File: src/rtl/nvBackupPkg.sv
package nvBackupPkg;

  typedef enum logic [2:0] {
    SRC_OFF   = 3'd0,
    SRC_MAIN  = 3'd1,
    SRC_CELL1 = 3'd2,
    SRC_CELL2 = 3'd3,
    SRC_ISO   = 3'd4
  } srcSel_e;

  // Strobes from the isolation control to the switch datapath
  typedef struct packed {
    logic useMain;
    logic isolate;
    logic preferCell1;
  } srcReq_t;

endpackage

File: src/rtl/nvIsoCtrl.sv
module nvIsoCtrl
  import nvBackupPkg::*;
#(
  parameter int MIN_PULSE_CYC = 175
) (
  input  logic    clk,
  input  logic    rst_n,
  input  logic    supplyAboveBat,
  input  logic    supplyBelowFail,
  input  logic    cell1Good,
  input  logic    cellAttach,
  input  logic    ceMidLevel,
  output srcReq_t req
);

  localparam int CNT_W = $clog2(MIN_PULSE_CYC + 1);
  localparam logic [CNT_W-1:0] CNT_LAST = CNT_W'(MIN_PULSE_CYC - 1);
  localparam logic [CNT_W-1:0] CNT_SAT  = CNT_W'(MIN_PULSE_CYC);

  logic [CNT_W-1:0] midCnt;
  logic armed, spoiled, windowPrev, isoLatch, seenPower;
  logic inWindow, closeDown, setIso, clrIso;

  // Window: supply between the fail threshold and the switch-over level
  assign inWindow  = supplyBelowFail & supplyAboveBat;
  assign closeDown = windowPrev & ~supplyAboveBat;
  assign setIso    = cellAttach | (closeDown & armed);
  assign clrIso    = isoLatch & seenPower & ~supplyAboveBat;

  always_ff @(posedge clk) begin
    if (!rst_n) begin
      midCnt     <= '0;
      armed      <= 1'b0;
      spoiled    <= 1'b0;
      windowPrev <= 1'b0;
    end else begin
      windowPrev <= inWindow;
      if (!inWindow) begin
        midCnt  <= '0;
        armed   <= 1'b0;
        spoiled <= 1'b0;
      end else if (!ceMidLevel) begin
        midCnt  <= '0;
        armed   <= 1'b0;
        spoiled <= 1'b1;
      end else if (!spoiled && midCnt != CNT_SAT) begin
        midCnt <= midCnt + 1'b1;
        if (midCnt == CNT_LAST) armed <= 1'b1;
      end
    end
  end

  // Isolation latch: set has priority over release
  always_ff @(posedge clk) begin
    if (!rst_n) begin
      isoLatch  <= 1'b0;
      seenPower <= 1'b0;
    end else if (setIso) begin
      isoLatch  <= 1'b1;
      seenPower <= 1'b0;
    end else if (clrIso) begin
      isoLatch  <= 1'b0;
      seenPower <= 1'b0;
    end else if (isoLatch && supplyAboveBat) begin
      seenPower <= 1'b1;
    end
  end

  assign req.useMain     = supplyAboveBat;
  assign req.isolate     = isoLatch;
  assign req.preferCell1 = cell1Good;

endmodule

File: src/rtl/nvSrcSwitch.sv
module nvSrcSwitch
  import nvBackupPkg::*;
(
  input  logic    clk,
  input  logic    rst_n,
  input  srcReq_t req,
  output logic    selMain,
  output logic    selCell1,
  output logic    selCell2,
  output logic    selIsolated
);

  srcSel_e target, cur;

  always_comb begin
    if (req.useMain)          target = SRC_MAIN;
    else if (req.isolate)     target = SRC_ISO;
    else if (req.preferCell1) target = SRC_CELL1;
    else                      target = SRC_CELL2;
  end

  // Break before make: any change passes through SRC_OFF for one cycle
  always_ff @(posedge clk) begin
    if (!rst_n)                cur <= SRC_OFF;
    else if (cur == SRC_OFF)   cur <= target;
    else if (cur != target)    cur <= SRC_OFF;
  end

  always_comb begin
    selMain     = 1'b0;
    selCell1    = 1'b0;
    selCell2    = 1'b0;
    selIsolated = 1'b0;
    case (cur)
      SRC_MAIN:  selMain     = 1'b1;
      SRC_CELL1: selCell1    = 1'b1;
      SRC_CELL2: selCell2    = 1'b1;
      SRC_ISO:   selIsolated = 1'b1;
      default:   ;
    endcase
  end

endmodule

File: src/rtl/nvBackupSel.sv
module nvBackupSel
  import nvBackupPkg::*;
#(
  parameter int MIN_PULSE_CYC = 175
) (
  input  logic clk,
  input  logic rst_n,
  input  logic supplyAboveBat,
  input  logic supplyBelowFail,
  input  logic cell1Good,
  input  logic cellAttach,
  input  logic ceMidLevel,
  output logic selMain,
  output logic selCell1,
  output logic selCell2,
  output logic selIsolated
);

  srcReq_t req;

  nvIsoCtrl #(.MIN_PULSE_CYC(MIN_PULSE_CYC)) u_ctrl (
    .clk             (clk),
    .rst_n           (rst_n),
    .supplyAboveBat  (supplyAboveBat),
    .supplyBelowFail (supplyBelowFail),
    .cell1Good       (cell1Good),
    .cellAttach      (cellAttach),
    .ceMidLevel      (ceMidLevel),
    .req             (req)
  );

  nvSrcSwitch u_sw (
    .clk         (clk),
    .rst_n       (rst_n),
    .req         (req),
    .selMain     (selMain),
    .selCell1    (selCell1),
    .selCell2    (selCell2),
    .selIsolated (selIsolated)
  );

endmodule

File: config.mk
export PLATFORM = sky130hd
export DESIGN_NAME = nvBackupSel
export DESIGN_NICKNAME = d
export VERILOG_FILES = /design/src/rtl/nvBackupPkg.sv /design/src/rtl/nvIsoCtrl.sv /design/src/rtl/nvSrcSwitch.sv /design/src/rtl/nvBackupSel.sv
export SDC_FILE = /design/constraint.sdc
export NUM_CORES = 1
export LEC_CHECK = 0
export ABC_AREA = 1
export BUFFER_PORTS_ARGS = -buffer_cell sky130_fd_sc_hd__buf_2
export CAP_MARGIN = 0
export CORE_MARGIN = 4
export CORE_UTILIZATION = 37
export CTS_CLUSTER_DIAMETER = 40
export DETAILED_ROUTE_END_ITERATION = 10
export HOLD_SLACK_MARGIN = 0.02
export PLACE_DENSITY = 0.61
export SLEW_MARGIN = 20
export SYNTH_ARGS = -nofsm -noshare
export SYNTH_HDL_FRONTEND = slang
export SYNTH_SLANG_ARGS = --single-unit
File: constraint.sdc
create_clock -name clk -period 3.38 [get_ports clk]
set_input_delay 0.169 -clock clk [delete_from_list [all_inputs] [get_ports clk]]
set_output_delay 0.169 -clock clk [all_outputs]
set_load 0.01 [all_outputs]
Word level (Yosys, flattened, before mapping). Cells that the tools add are included.

$add $sub $neg: 1. Equal/unequal tests: 7. Mux-type cells: 11. Bitwise operators: 8. Reduce and logical (&&, ||, !) cells: 10.

Operators with widths (number): $mux 3 (4); $add 8x1->8 const B (1); $eq 8x8->1 const B (1); $ne 8x8->1 const B (1); $mux 1 (7); $eq 3x2->1 const B (2); $and 1x1->1 (5); $reduce_and 2->1 (2); $reduce_bool 2->1 (2); $eq 3x1->1 const B (1); $eq 3x3->1 const B (1); $logic_not 3->1 (1); $ne 3x3->1 (1); $reduce_and 3->1 (1); $reduce_or 3->1 (1); $logic_and 1x1->1 (2); $not 1->1 (2); $logic_not 1->1 (1); $or 1x1->1 (1).

Register bits after elaboration: 16.

Depth between registers and ports, before layout.
Word-level depth: 6. Mapped depth: 8.

Hierarchy. A second synthesis with hierarchy kept.

Cells, all modules: 133. Area total of the unflattened synthesis: 893.4 µm².

Modules (own cells, without submodules): nvIsoCtrl (times used 1, cells each 94, area each 665.6 µm², sequential area each 260.2 µm²); nvSrcSwitch (times used 1, cells each 39, area each 227.7 µm², sequential area each 60.1 µm²).

Worst setup path after synthesis. Ideal clock, no wire load.

Path kind: flip-flop to flip-flop. From: reg u_ctrl.midCnt[1]. To: reg u_ctrl.midCnt[2]. Setup time: 115 ps. Arrival time: 1101 ps. Setup slack: 2164 ps. Stages on the path, launching flop included: 8. Period minus slack after synthesis: 1216 ps. Cell sequence: dfxtp_1 > ha_1 > nand3_1 > nand2_1 > nand2_2 > buf_6 > a21oi_1 > nor2_1.

Word-level cells in the longest chain between the ends: 2. Elaborated cells on any way between the ends: 3.

Ends and longest elaborated chain: start, declared (RTL line nvIsoCtrl.sv:20) `logic [CNT_W-1:0] midCnt;`; start signal, assigned (RTL line nvIsoCtrl.sv:47) `midCnt <= midCnt + 1'b1;`; branches (longest 2 deep; another with $add 8x1->8).

Several ways; the timed one is not identified. A chain may end at the register's enable or synchronous reset.

Worst setup path after layout.
From: reg u_ctrl.midCnt[1]. To: reg u_ctrl.midCnt[7].

Same word-level chain as after synthesis.

==> results.yml <==
outcome:
  status: "finished clean"
route:
  drtAntennaViolNets: 0
  wl_per_cell_um: 9.62
  drt_iter0_drc: 17
  vias: 773
  drc: 0
  vias_per_cell: 4.77
  wl_um: 1560
  drt-pass1-iter-count: 4
sta:
  fin_skew_ps: 3.58
  tns_ps: 0
  rsz0062_at_grt: "no"
  drv_slew: 0
  relSlewSlack_pct: 82.8
  fmax_mhz: 722
  period_minus_slack_ps: 1380
  fin_crit_sh_pct: 41.0
  hold_viol_final: 0
  setup_viol: 0
  worst_pin_slew_ps: 256
  hold_ws_ps: 87.2
die:
  io_pins: 11
  core_area_um2: 2060
  start_util_pct: 40.5
  die_x_um: 55.5
  die_h_um: 55.5
  rows: 16
  die_area_um2: 3080
finish:
  final_cells: 162
  stdcell_area_um2: 945
  area_growth_pct: 13.0
  nNetsFinal: 145
  final_common_cell: "nand2_1"
  drive_gt1_share_pct: 17.0
  final_util_pct: 45.8
  layout_common_cells: "nand2_1 (27), inv_1 (17), dfxtp_1 (16)"
  n_antenna_cell: 0
worst_hold_path:
  hp-class: "in -> reg"
  whs_path_depth: 2
  holdPathEnd: "u_ctrl.spoiled$_SDFFE_PN0N_"
  hp-start: "ceMidLevel"
clock_tree:
  cts_sinks: 16
  postCtsHoldBufs: 0
  ctsLongestPathBuffers: 2
  clk_pin_slew_ps: 90
  clockRootBuffer: "clkbuf_4"
  cts_max_level: 1
  cts_made_buffers: 3
  postCtsSetupBuffers: 0
  cts_tree: "built"
  clk_latency_ps: 280
  cts_resized: 0
setup_path:
  crit_cells: 7
  cp_cell_sequence: "ha_1 -> nand3_1 -> nand2_1 -> nand2_2 -> inv_1 -> nand2_1 -> a21oi_1"
  critical-path-top-delay-family: "simple AND/OR/NAND/NOR gates"
  crit_top_cell: "nand2_1"
  worstPathArrival_ps: 1610
  cpMaxStageDelayCell: "dfxtp_1"
  r2r_start: "u_ctrl.midCnt[1]$_SDFFE_PN0P_"
  critPathLaunchType: "register"
  worstPathRequired_ps: 3600
  r2r-end: "u_ctrl.midCnt[7]$_SDFFE_PN0P_"
  r2r_slack_ps: 2000
  cp_max_fo: 13
  reg2reg_depth: 7
  end_kind: "register"
  critPathKind: "reg -> reg"
  slowest_delay_ps: 390
  critPathBufInv: 1
synth:
  syn_nets: 131
  synth_seq_cells: 16
  syn_area_um2: 836
  yosysWarnings: 0
  synth_area_per_cell_um2: 6.85
  ys_types: 22
  ys_seq_area_share_pct: 38.3
  synthCells: 122
power:
  peakVddDrop_mv: 0.185
  power.density_nw_per_um2: 387
  p_leak_nw: 0.418
place:
  placed_area_um2: 908
  hpwl_um: 1220
  routabilityCongestion: 0.787
  place_inst: 158
  io_buffers: 10
grt:
  overflow: 0
  grt_pass1_vias: 705
  grt_pass1_wl_um: 2930
  track_usage_pct: 11.6
  grt_max_degree: 14
  antenna_found_initial: 0
job:
  maxCapViolCount: 0
[cells in the mapped netlist]
master	number	area [µm²]
nand3_1	13	65.1
nor2_1	13	48.8
inv_1	17	63.8
inv_2	1	3.75
nor3_4	1	16.3
nand2_1	27	101
a21oi_1	11	55.1
dfxtp_1	16	320
nand2_2	2	12.5
a21oi_2	1	8.76
xor2_1	1	8.76
buf_6	1	11.3
nor2_2	2	12.5
clkinv_2	1	5.00
a21boi_0	1	7.51
a31o_2	1	8.76
nand4_1	1	6.26
o21ai_0	3	15.0
ha_1	2	25.0
nor3_1	4	20.0
nor3b_1	2	15.0
o21ai_1	1	5.00
[area by class of cell]
class,count,area (µm²)
Timing Repair Buffer,10,50.0
Sequential cell,16,320
Inverter,19,72.6
Tap cell,27,33.8
Multi-Input combinational cell,86,432
Fill cell,224,1120
Clock buffer,4,36.3
[worst max-delay path by stage]
| stage | to | slack [ps] | start |
|---|---|---|---|
| after floorplan | u_ctrl.midCnt[2]$_SDFFE_PN0P_ | 2160 | u_ctrl.midCnt[1]$_SDFFE_PN0P_ |
| after global placement | u_ctrl.midCnt[7]$_SDFFE_PN0P_ | 2100 | u_ctrl.midCnt[1]$_SDFFE_PN0P_ |
| after detailed placement | u_ctrl.midCnt[1]$_SDFFE_PN0P_ | 2040 | u_ctrl.midCnt[1]$_SDFFE_PN0P_ |
| after CTS | u_ctrl.midCnt[7]$_SDFFE_PN0P_ | 2020 | u_ctrl.midCnt[1]$_SDFFE_PN0P_ |
| after global routing | u_ctrl.midCnt[0]$_SDFFE_PN0P_ | 1820 | u_ctrl.midCnt[1]$_SDFFE_PN0P_ |
| final | u_ctrl.midCnt[7]$_SDFFE_PN0P_ | 2000 | u_ctrl.midCnt[1]$_SDFFE_PN0P_ |
[kinds of logic (layout without fill, tap and decap cells)]
group	count (synthesis)	after routing	synth area share, %
AO/OA/AOI/OAI	18	18	12.0
AND/OR/NAND/NOR	65	65	35.6
flip-flops	16	16	38.3
adder cells (fa/ha/maj)	2	2	2.99
XOR/XNOR	1	1	1.05
buffers and inverters	20	33	10.0
[worst register-to-register path: stages, from the launching register on]
cell and delay (ps):
dfxtp_1 390, ha_1 210, nand3_1 150, nand2_1 110
nand2_2 160, inv_1 120, nand2_1 60, a21oi_1 130
[per-stage QoR]
stage / setup WS, ps / power (mW)
floorplan: 2160 / 0.234
global placement: 2100 / 0.247
detailed placement: 2040 / 0.247
CTS: 2020 / 0.373
global route: 1820 / 0.391
finish: 2000 / 0.365
[where the power goes]
group	leakage (nW)	switching [mW]	internal (mW)
Clock	0.0210	0.0572	0.0656
Sequential	0.130	0.00515	0.194
Combinational	0.267	0.0271	0.0165
[sequential cells by signal, summed over array words and instances, names as in the netlist]
name               flops
u_ctrl.midCnt          8
u_sw.cur               3
u_ctrl.armed           1
u_ctrl.isoLatch        1
u_ctrl.seenPower       1
u_ctrl.spoiled         1
u_ctrl.windowPrev      1
[layer usage]
metal | global-route usage [%] | share of wire (%)
met3 | 6.06 | 7.3
met2 | 16.0 | 42
met5 | 0 | 0
met4 | 3.47 | 1.1
met1 | 15.4 | 50
(Power assumes the default switching activity.)
